[config.mk]
export PLATFORM = sky130hd
export DESIGN_NAME = busdec_top
export DESIGN_NICKNAME = d
export VERILOG_FILES = /design/src/rtl/busdec_pkg.sv /design/src/rtl/busdec_ctrl.sv /design/src/rtl/busdec_dp.sv /design/src/rtl/busdec_top.sv
export SDC_FILE = /design/constraint.sdc
export NUM_CORES = 1
export LEC_CHECK = 0
export CORE_MARGIN = 2
export CORE_UTILIZATION = 40
export CTS_BUF_LIST = sky130_fd_sc_hd__clkbuf_8
export CTS_CLUSTER_DIAMETER = 60
export DETAILED_ROUTE_END_ITERATION = 10
export PLACE_DENSITY = 0.81
export REMOVE_ABC_BUFFERS = 1
export SLEW_MARGIN = 40
export SYNTH_ARGS = -nofsm -noshare
export SYNTH_HDL_FRONTEND = slang
export SYNTH_SLANG_ARGS = --single-unit
[constraint.sdc]
create_clock -name clk -period 1.03 [get_ports clk]
set_input_delay 0.206 -clock clk [delete_from_list [all_inputs] [get_ports clk]]
set_output_delay 0.206 -clock clk [all_outputs]
set_load 0.1 [all_outputs]
[src/rtl/busdec_pkg.sv]
package busdec_pkg;

  // number of bank-index bits; eight banks by default
  localparam int BANK_IDX_W = 3;

  // strobes handed from the control decode to the datapath registers
  typedef struct packed {
    logic                  inWindow;  // address falls inside the module window
    logic                  rdGo;      // read command alone
    logic                  wrGo;      // write command alone
    logic                  conflict;  // both commands together
    logic                  laneLo;    // low byte lane requested
    logic                  laneHi;    // high byte lane requested
    logic [BANK_IDX_W-1:0] bank;      // bank index from the window offset
  } selStrobe_t;

endpackage

[src/rtl/busdec_ctrl.sv]
module busdec_ctrl
  import busdec_pkg::*;
#(
  parameter int          ADDR_W      = 24,
  parameter int          WORD_ADDR_W = 16,
  parameter logic [23:0] BASE_ADDR   = 24'h0C0000
) (
  input  logic [ADDR_W-1:0] addrIn,
  input  logic              byteHiEnN,
  input  logic              memRdN,
  input  logic              memWrN,
  output selStrobe_t        strobeOut
);

  localparam int NUM_BANKS = 1 << BANK_IDX_W;
  localparam int BANK_LSB  = WORD_ADDR_W + 1;
  // module window size in bytes, one bit wider than the address
  localparam logic [ADDR_W:0] SPAN = (ADDR_W + 1)'(NUM_BANKS) << BANK_LSB;
  localparam logic [ADDR_W:0] BASE_EXT = (ADDR_W + 1)'(BASE_ADDR);

  logic [ADDR_W:0] offset;

  // a borrow sets the top bit, so an address below the base fails the compare
  always_comb begin
    offset = {1'b0, addrIn} - BASE_EXT;
  end

  always_comb begin
    strobeOut          = '0;
    strobeOut.inWindow = (offset < SPAN);
    strobeOut.rdGo     = !memRdN && memWrN;
    strobeOut.wrGo     = !memWrN && memRdN;
    strobeOut.conflict = !memRdN && !memWrN;
    strobeOut.laneLo   = !addrIn[0];
    strobeOut.laneHi   = !byteHiEnN;
    strobeOut.bank     = offset[BANK_LSB +: BANK_IDX_W];
  end

endmodule

[src/rtl/busdec_dp.sv]
module busdec_dp
  import busdec_pkg::*;
#(
  parameter int WORD_ADDR_W = 16
) (
  input  logic                   clk,
  input  logic                   rstN,
  input  selStrobe_t             strobeIn,
  input  logic [WORD_ADDR_W-1:0] addrWord,
  output logic                   modSelN,
  output logic [(1<<BANK_IDX_W)-1:0] csLoN,
  output logic [(1<<BANK_IDX_W)-1:0] csHiN,
  output logic [WORD_ADDR_W-1:0] wordAddr,
  output logic                   devWrN,
  output logic                   bufEnN,
  output logic                   bufToBus,
  output logic                   cmdErr
);

  localparam int NUM_BANKS = 1 << BANK_IDX_W;

  logic                 selNxt;
  logic [NUM_BANKS-1:0] csLoNxt;
  logic [NUM_BANKS-1:0] csHiNxt;

  always_comb begin
    selNxt = strobeIn.inWindow && (strobeIn.rdGo || strobeIn.wrGo);
  end

  for (genvar g = 0; g < NUM_BANKS; g++) begin : gBank
    localparam logic [BANK_IDX_W-1:0] IDX = BANK_IDX_W'(g);
    always_comb begin
      csLoNxt[g] = !(selNxt && strobeIn.laneLo && (strobeIn.bank == IDX));
      csHiNxt[g] = !(selNxt && strobeIn.laneHi && (strobeIn.bank == IDX));
    end
  end

  always_ff @(posedge clk or negedge rstN) begin
    if (!rstN) begin
      modSelN  <= 1'b1;
      csLoN    <= '1;
      csHiN    <= '1;
      wordAddr <= '0;
      devWrN   <= 1'b1;
      bufEnN   <= 1'b1;
      bufToBus <= 1'b0;
      cmdErr   <= 1'b0;
    end else begin
      modSelN  <= !selNxt;
      csLoN    <= csLoNxt;
      csHiN    <= csHiNxt;
      wordAddr <= addrWord;
      devWrN   <= !(selNxt && strobeIn.wrGo);
      bufEnN   <= !selNxt;
      bufToBus <= selNxt && strobeIn.rdGo;
      cmdErr   <= strobeIn.conflict;
    end
  end

  // at most one bank per lane
  assert_lane_onehot_R3: assert property (@(posedge clk) disable iff (!rstN)
    $onehot0(~csLoN) && $onehot0(~csHiN));

  // a chip select only under module select
  assert_cs_needs_sel_R2: assert property (@(posedge clk) disable iff (!rstN)
    (((~csLoN) | (~csHiN)) != '0) |-> !modSelN);

  // a conflicting command raises the flag and selects nothing
  assert_conflict_quiet_R6: assert property (@(posedge clk) disable iff (!rstN)
    strobeIn.conflict |=> (cmdErr && (&csLoN) && (&csHiN) && bufEnN && devWrN));

  // no command, no selection
  assert_idle_quiet_R5: assert property (@(posedge clk) disable iff (!rstN)
    (!strobeIn.rdGo && !strobeIn.wrGo && !strobeIn.conflict)
      |=> (modSelN && (&csLoN) && (&csHiN) && devWrN));

  // word address follows the bus one edge later
  assert_word_addr_R7: assert property (@(posedge clk) disable iff (!rstN)
    strobeIn.inWindow |=> (wordAddr == $past(addrWord)));

  // direction toward the bus only with the buffers enabled
  assert_buf_dir_R9: assert property (@(posedge clk) disable iff (!rstN)
    bufToBus |-> (!bufEnN && !modSelN));

  // write strobe only on a selected transfer that is not a read
  assert_wr_strobe_R8: assert property (@(posedge clk) disable iff (!rstN)
    !devWrN |-> (!modSelN && !bufToBus));

endmodule

[src/rtl/busdec_top.sv]
module busdec_top
  import busdec_pkg::*;
#(
  parameter int          ADDR_W      = 24,
  parameter int          WORD_ADDR_W = 16,
  parameter logic [23:0] BASE_ADDR   = 24'h0C0000
) (
  input  logic                        clk,
  input  logic                        rstN,
  input  logic [ADDR_W-1:0]           busAddr,
  input  logic                        byteHiEnN,
  input  logic                        memRdN,
  input  logic                        memWrN,
  output logic                        modSelN,
  output logic [(1<<BANK_IDX_W)-1:0]  csLoN,
  output logic [(1<<BANK_IDX_W)-1:0]  csHiN,
  output logic [WORD_ADDR_W-1:0]      wordAddr,
  output logic                        devWrN,
  output logic                        bufEnN,
  output logic                        bufToBus,
  output logic                        cmdErr
);

  selStrobe_t strobe;

  busdec_ctrl #(
    .ADDR_W      (ADDR_W),
    .WORD_ADDR_W (WORD_ADDR_W),
    .BASE_ADDR   (BASE_ADDR)
  ) uCtrl (
    .addrIn    (busAddr),
    .byteHiEnN (byteHiEnN),
    .memRdN    (memRdN),
    .memWrN    (memWrN),
    .strobeOut (strobe)
  );

  busdec_dp #(
    .WORD_ADDR_W (WORD_ADDR_W)
  ) uDp (
    .clk      (clk),
    .rstN     (rstN),
    .strobeIn (strobe),
    .addrWord (busAddr[WORD_ADDR_W:1]),
    .modSelN  (modSelN),
    .csLoN    (csLoN),
    .csHiN    (csHiN),
    .wordAddr (wordAddr),
    .devWrN   (devWrN),
    .bufEnN   (bufEnN),
    .bufToBus (bufToBus),
    .cmdErr   (cmdErr)
  );

endmodule

; Word level (Yosys, flattened, before mapping)
; Cells that the tools add are included.
[totals]
output_inout_bits = 37
reg_bits = 36
in_bits = 29
[op_classes]
reduce_logical = 48
n_lt_le_gt_ge = 1
add_sub_neg = 1
n_eq_ne = 7
[ops]
columns = operator, n
row1 = "< comparator 25 x 21 -> 1 bit, second input constant", 1
row2 = "subtractor 24 x 20 -> 25 bit, second input constant", 1
row3 = logical AND 1 bit, 24
row4 = logical NOT 1 bit, 22
row5 = "equality test 3 bit, second input constant", 4
row6 = "equality test 3 x 2 -> 1 bit, second input constant", 2
row7 = "equality test 3 x 1 -> 1 bit, second input constant", 1
row8 = logical NOT 3 bit, 1
row9 = logical OR 1 bit, 1

; Logic depth before layout (Yosys ltp)
[logic_depth]
word_depth = 7
ltp_mapped = 6
ltp_nobuf = 5

; Modules after synthesis
; Synthesis repeated with hierarchy kept, for this count alone.
[unflattened]
hier_cells = 80
area_unflattened_um2 = 1224.9
[modules_own_cells]
columns = mod, seq_area_each_um2, n_inst, area_each_um2, cells_each
row1 = busdec_dp, 923.4, 1, 1138.6, 67
row2 = busdec_ctrl, 0.0, 1, 86.3, 13

; Least setup slack after synthesis
; Ideal clock, no wire load.
[synth_path]
kind = in2reg
start = input port memRdN
end = register uDp.csHiN[5]
path_stages = 6
setup_slack_ns = -0.444
t_arrival_ns = 1.368
path_buffers = 1
setup_time_ns = 0.106
cell_sequence = inv_1 ha_1 or3b_2 nor2_1 buf_2 nand4_1
[synth_between]
elab_chain_len = 7
[synth_rtl]
columns = item, line
row1 = start: declaration, busdec_top.sv:12  ; input logic memRdN,
row2 = logical NOT 1 bit, busdec_ctrl.sv:31  ; strobeOut.rdGo = !memRdN && memWrN;
row3 = logical AND 1 bit, busdec_ctrl.sv:31
row4 = logical OR 1 bit (*), busdec_dp.sv:27  ; selNxt = strobeIn.inWindow && (strobeIn.rdGo || strobeIn.wrGo);
row5 = logical AND 1 bit (*), busdec_dp.sv:27
row6 = logical AND 1 bit (*) (2 in a row), busdec_dp.sv:34  ; csHiNxt[g] = !(selNxt && strobeIn.laneHi && (strobeIn.bank == IDX));
row7 = logical NOT 1 bit (*), busdec_dp.sv:34
row8 = named net uDp.csHiNxt[5], busdec_dp.sv:24  ; logic [NUM_BANKS-1:0] csHiNxt;
row9 = end signal: assignment, busdec_dp.sv:51  ; csHiN <= csHiNxt;
row10 = end: declaration, busdec_dp.sv:12  ; output logic [(1<<BANK_IDX_W)-1:0] csHiN,
; Mark *: on every way through the listed nets, which the timed path passes. The rest lies on a longest branch.

; Worst setup path after layout
[layout_path]
start = input port busAddr[18]
end = register uDp.csLoN[6]
[layout_between]
elab_chain_len = 6
[layout_rtl]
columns = item, line
row1 = start: declaration, busdec_top.sv:10  ; input logic [ADDR_W-1:0] busAddr,
row2 = subtractor 24 x 20 -> 25 bit (*), busdec_ctrl.sv:25  ; offset = {1'b0, addrIn} - BASE_EXT;
row3 = < comparator 25 x 21 -> 1 bit, busdec_ctrl.sv:30  ; strobeOut.inWindow = (offset < SPAN);
row4 = logical AND 1 bit, busdec_dp.sv:27
row5 = logical AND 1 bit, busdec_dp.sv:33  ; csLoNxt[g] = !(selNxt && strobeIn.laneLo && (strobeIn.bank == IDX));
row6 = logical AND 1 bit (*), busdec_dp.sv:33
row7 = logical NOT 1 bit (*), busdec_dp.sv:33
row8 = named net uDp.csLoNxt[6], busdec_dp.sv:23  ; logic [NUM_BANKS-1:0] csLoNxt;
row9 = end signal: assignment, busdec_dp.sv:50  ; csLoN <= csLoNxt;
row10 = end: declaration, busdec_dp.sv:11  ; output logic [(1<<BANK_IDX_W)-1:0] csLoN,
; Marks and branches as above.

==> flow_summary.yaml <==
outcome:
  status: "complete, but fails checks"
  violations: "negative setup slack"
detailed_routing:
  drc: 0
  vias: 1007
  first_pass_iters: 4
  drt_iter0_drc: 14
  ant_nets: 0
  vias_per_cell: 4.96
  wire_per_inst_um: 18.7
  wirelength_um: 3810
floorplanning:
  initial_core_util_pct: 41.4
  ios: 66
  design.die.area_um2: 3570
  die_h_um: 59.8
  core_region_area_um2: 3000
  die_x_um: 59.8
  num_rows: 20
logic_synthesis:
  synth.yosys.seq_area_share_pct: 74.2
  synth-seq-cells: 36
  synthFlopType: "dfstp_2"
  ys_async_sr_fraction_pct: 100
  syn_inst: 83
  synth_edf_count: 0
  yosys.area.top_type: "dfstp_2"
  synth_area_leaders: "dfstp_2 38%, dfrtp_1 36%, nand4_1 6.0%"
  synthTopCellsByCount: "18 x dfrtp_1, 18 x dfstp_2, 12 x nand4_1, 6 x nand2_1, 5 x nor2_1"
  synth_top_area_share_pct: 38.0
  syn_area_um2: 1240
  yosysUniqueCellTypes: 20
  yosysWarnings: 0
  syn_avg_cell_area_um2: 15.0
worst_setup_path:
  critPathMaxFanout: 4
  worst_ep_arrival_time_ns: 1.45
  worstSetupPathType: "in -> reg"
  start_kind: "primary input"
  timing.critical_path.slowest_stage_cell: "a2111oi_4"
  crit_chain: "buf_8 > ha_4 > or3b_4 > a2111oi_4 > nand2_1"
  worstPathRequired_ns: 1.23
  slowest_delay_ns: 0.46
  endpoint_kind: "register"
sta:
  max_slew_margin_pct: 73.5
  fmax_mhz: 797
  finalSetupViolations: 52
  period_needed_ns: 1.26
  fin_ws_ns: -0.225
  worst_pin_slew_ns: 0.395
  hold_violations: 0
  period_share_pct: 122
  slew_violations: 0
  rsz0062_at_grt: "true"
clocking:
  numCtsBuffers: 5
  clock_path_buffers: 2
  cts_tree: "built"
  clk_pin_slew_worst_paths_ns: 0.06
  clock-root-buffer: "clkbuf_8"
  cts_sinks: 36
  h-tree-depth: 2
pwr:
  p_per_area_nw_per_um2: 1270
  p_leak_nw: 1.14
  ir_drop_uv: 908
place:
  dp_cells: 193
  hpwlAfterDp_um: 2920
  gp_congestion: 0.746
  portBuffers: 65
  place_ws_ns: -1.09
global_route:
  grt_pass1_wl_um: 5770
  gr-total-overflow: 0
  grt_max_degree: 37
  antenna_found_initial: 0
  grtUsageTotal_pct: 23.7
  first_global_vias: 1131
flow_run:
  maxCapViolCount: 0
worst_hold_path:
  min_to: "uDp.cmdErr"
  hold_depth: 3
  min_from: "memRdN"
  hold_class: "in -> reg"
layout:
  drive_gt1_share_pct: 54.7
  fill_cells: 126
  nets: 202
  antenna_cells: 0
  fin_cells: 203
  syn2layout_area_growth_pct: 108
power by group:
part           leakage, nW  internal, mW  switching, mW
Combinational        0.685         0.334          0.459
Clock               0.0538         0.525          0.471
Sequential           0.403          1.46         0.0335
Total                 1.14          2.32          0.963
cells by family (layout without fill, tap and decap cells):
kind of cell	count (synthesis)	after routing	synth area share, %
compound gates	2	2	2.62
xor+xnor	3	3	2.11
simple gates	33	33	15.1
fa+ha+maj	4	4	4.02
buf+inv	5	92	1.91
flops	36	36	74.2
metrics by stage:
stage / hold slack [ns] / instance area [µm²] / utilization [%] / TNS, ns / power, mW
3_5_place_dp: 0.604 / 2410 / 80.3 / -18.24 / 2.27
5_1_grt: 0.201 / 2590 / 86.3 / -8.42 / 3.40
4_1_cts: 0.185 / 2560 / 85.4 / -7.65 / 3.29
6_report: 0.205 / 2590 / 86.3 / -7.08 / 3.28
3_3_place_gp: 0.592 / 2410 / 80.3 / -16.56 / 2.24
2_1_floorplan: -0.0896 / 1230 / - / -9.99 / 1.86
worst max path at each step:
| stage | slack (ns) | end | from | cells past startpoint |
|---|---|---|---|---|
| after global routing | -0.25 | bufEnN | uDp.modSelN | 1 |
| final | -0.23 | uDp.csLoN[6] | busAddr[18] | 5 |
| after floorplan | -0.63 | uDp.bufToBus | memRdN | 5 |
| after CTS | -0.24 | bufEnN | uDp.modSelN | 1 |
| after global placement | -0.98 | uDp.csHiN[0] | memRdN | 7 |
| after detailed placement | -1.09 | uDp.csHiN[1] | memRdN | 7 |
layer usage:
layer / up-vias / routed length, µm / global-route usage (%)
li1: 455 / - / -
met1: 478 / 1260 / 23.9
met2: 63 / 2050 / 40.8
met3: 11 / 363 / 9.31
met4: 0 / 131 / 14.3
met5: - / 0 / 0
what timing repair did:
item                                    4_1_cts  5_1_grt
endpoints found under the setup margin       56       56
hold endpoints to repair                      0        0
pin swaps                                     9        4
gates resized for setup                      37        8
hold buffers                                  0        0
buffers inserted                              2        0
cloned                                        0        0
critical path: cells and delay by family:
family          cells  cell delay [ns]
compound gates      1             0.46
fa+ha+maj           1             0.15
simple gates        2             0.54
buf+inv             1             0.10
cell usage in the layout (no fill, tap or decap), drive strengths merged:
| master | netlist | routed |
|---|---|---|
| buf | 2 | 57 |
| clkdlybuf4s50 | 0 | 20 |
| dfrtp | 18 | 18 |
| dfstp | 18 | 18 |
| nand4 | 12 | 12 |
| clkbuf | 0 | 6 |
| nand2 | 6 | 6 |
| nor2 | 5 | 5 |
| inv | 3 | 5 |
| dlygate4sd2 | 0 | 4 |
| ha | 4 | 4 |
| xnor2 | 3 | 3 |
| nor2b | 3 | 3 |
| or3b | 2 | 2 |
| a21oi | 1 | 1 |
| nor3b | 1 | 1 |
| nand3b | 1 | 1 |
| and2 | 1 | 1 |
| a2111oi | 1 | 1 |
| nand3 | 1 | 1 |
| and3 | 1 | 1 |
registers in the layout, summed over array words and instances, names as in the netlist:
signal        count
uDp.bufToBus      1
uDp.cmdErr        1
uDp.csHiN         8
uDp.modSelN       1
uDp.csLoN         8
uDp.devWrN        1
uDp.wordAddr     16
cell type report:
| class | instances | area [µm²] | share of cell area (%) |
|---|---|---|---|
| inverters | 3 | 16.3 | 0.628 |
| well taps | 33 | 41.3 | 1.59 |
| clock inverters | 2 | 7.51 | 0.290 |
| multi-input cells | 42 | 347 | 13.4 |
| flip-flops and latches | 36 | 923 | 35.7 |
| clock buffers | 6 | 82.6 | 3.19 |
| repair buffers | 81 | 1170 | 45.3 |
Note: power is estimated with default switching activity, not from simulation.
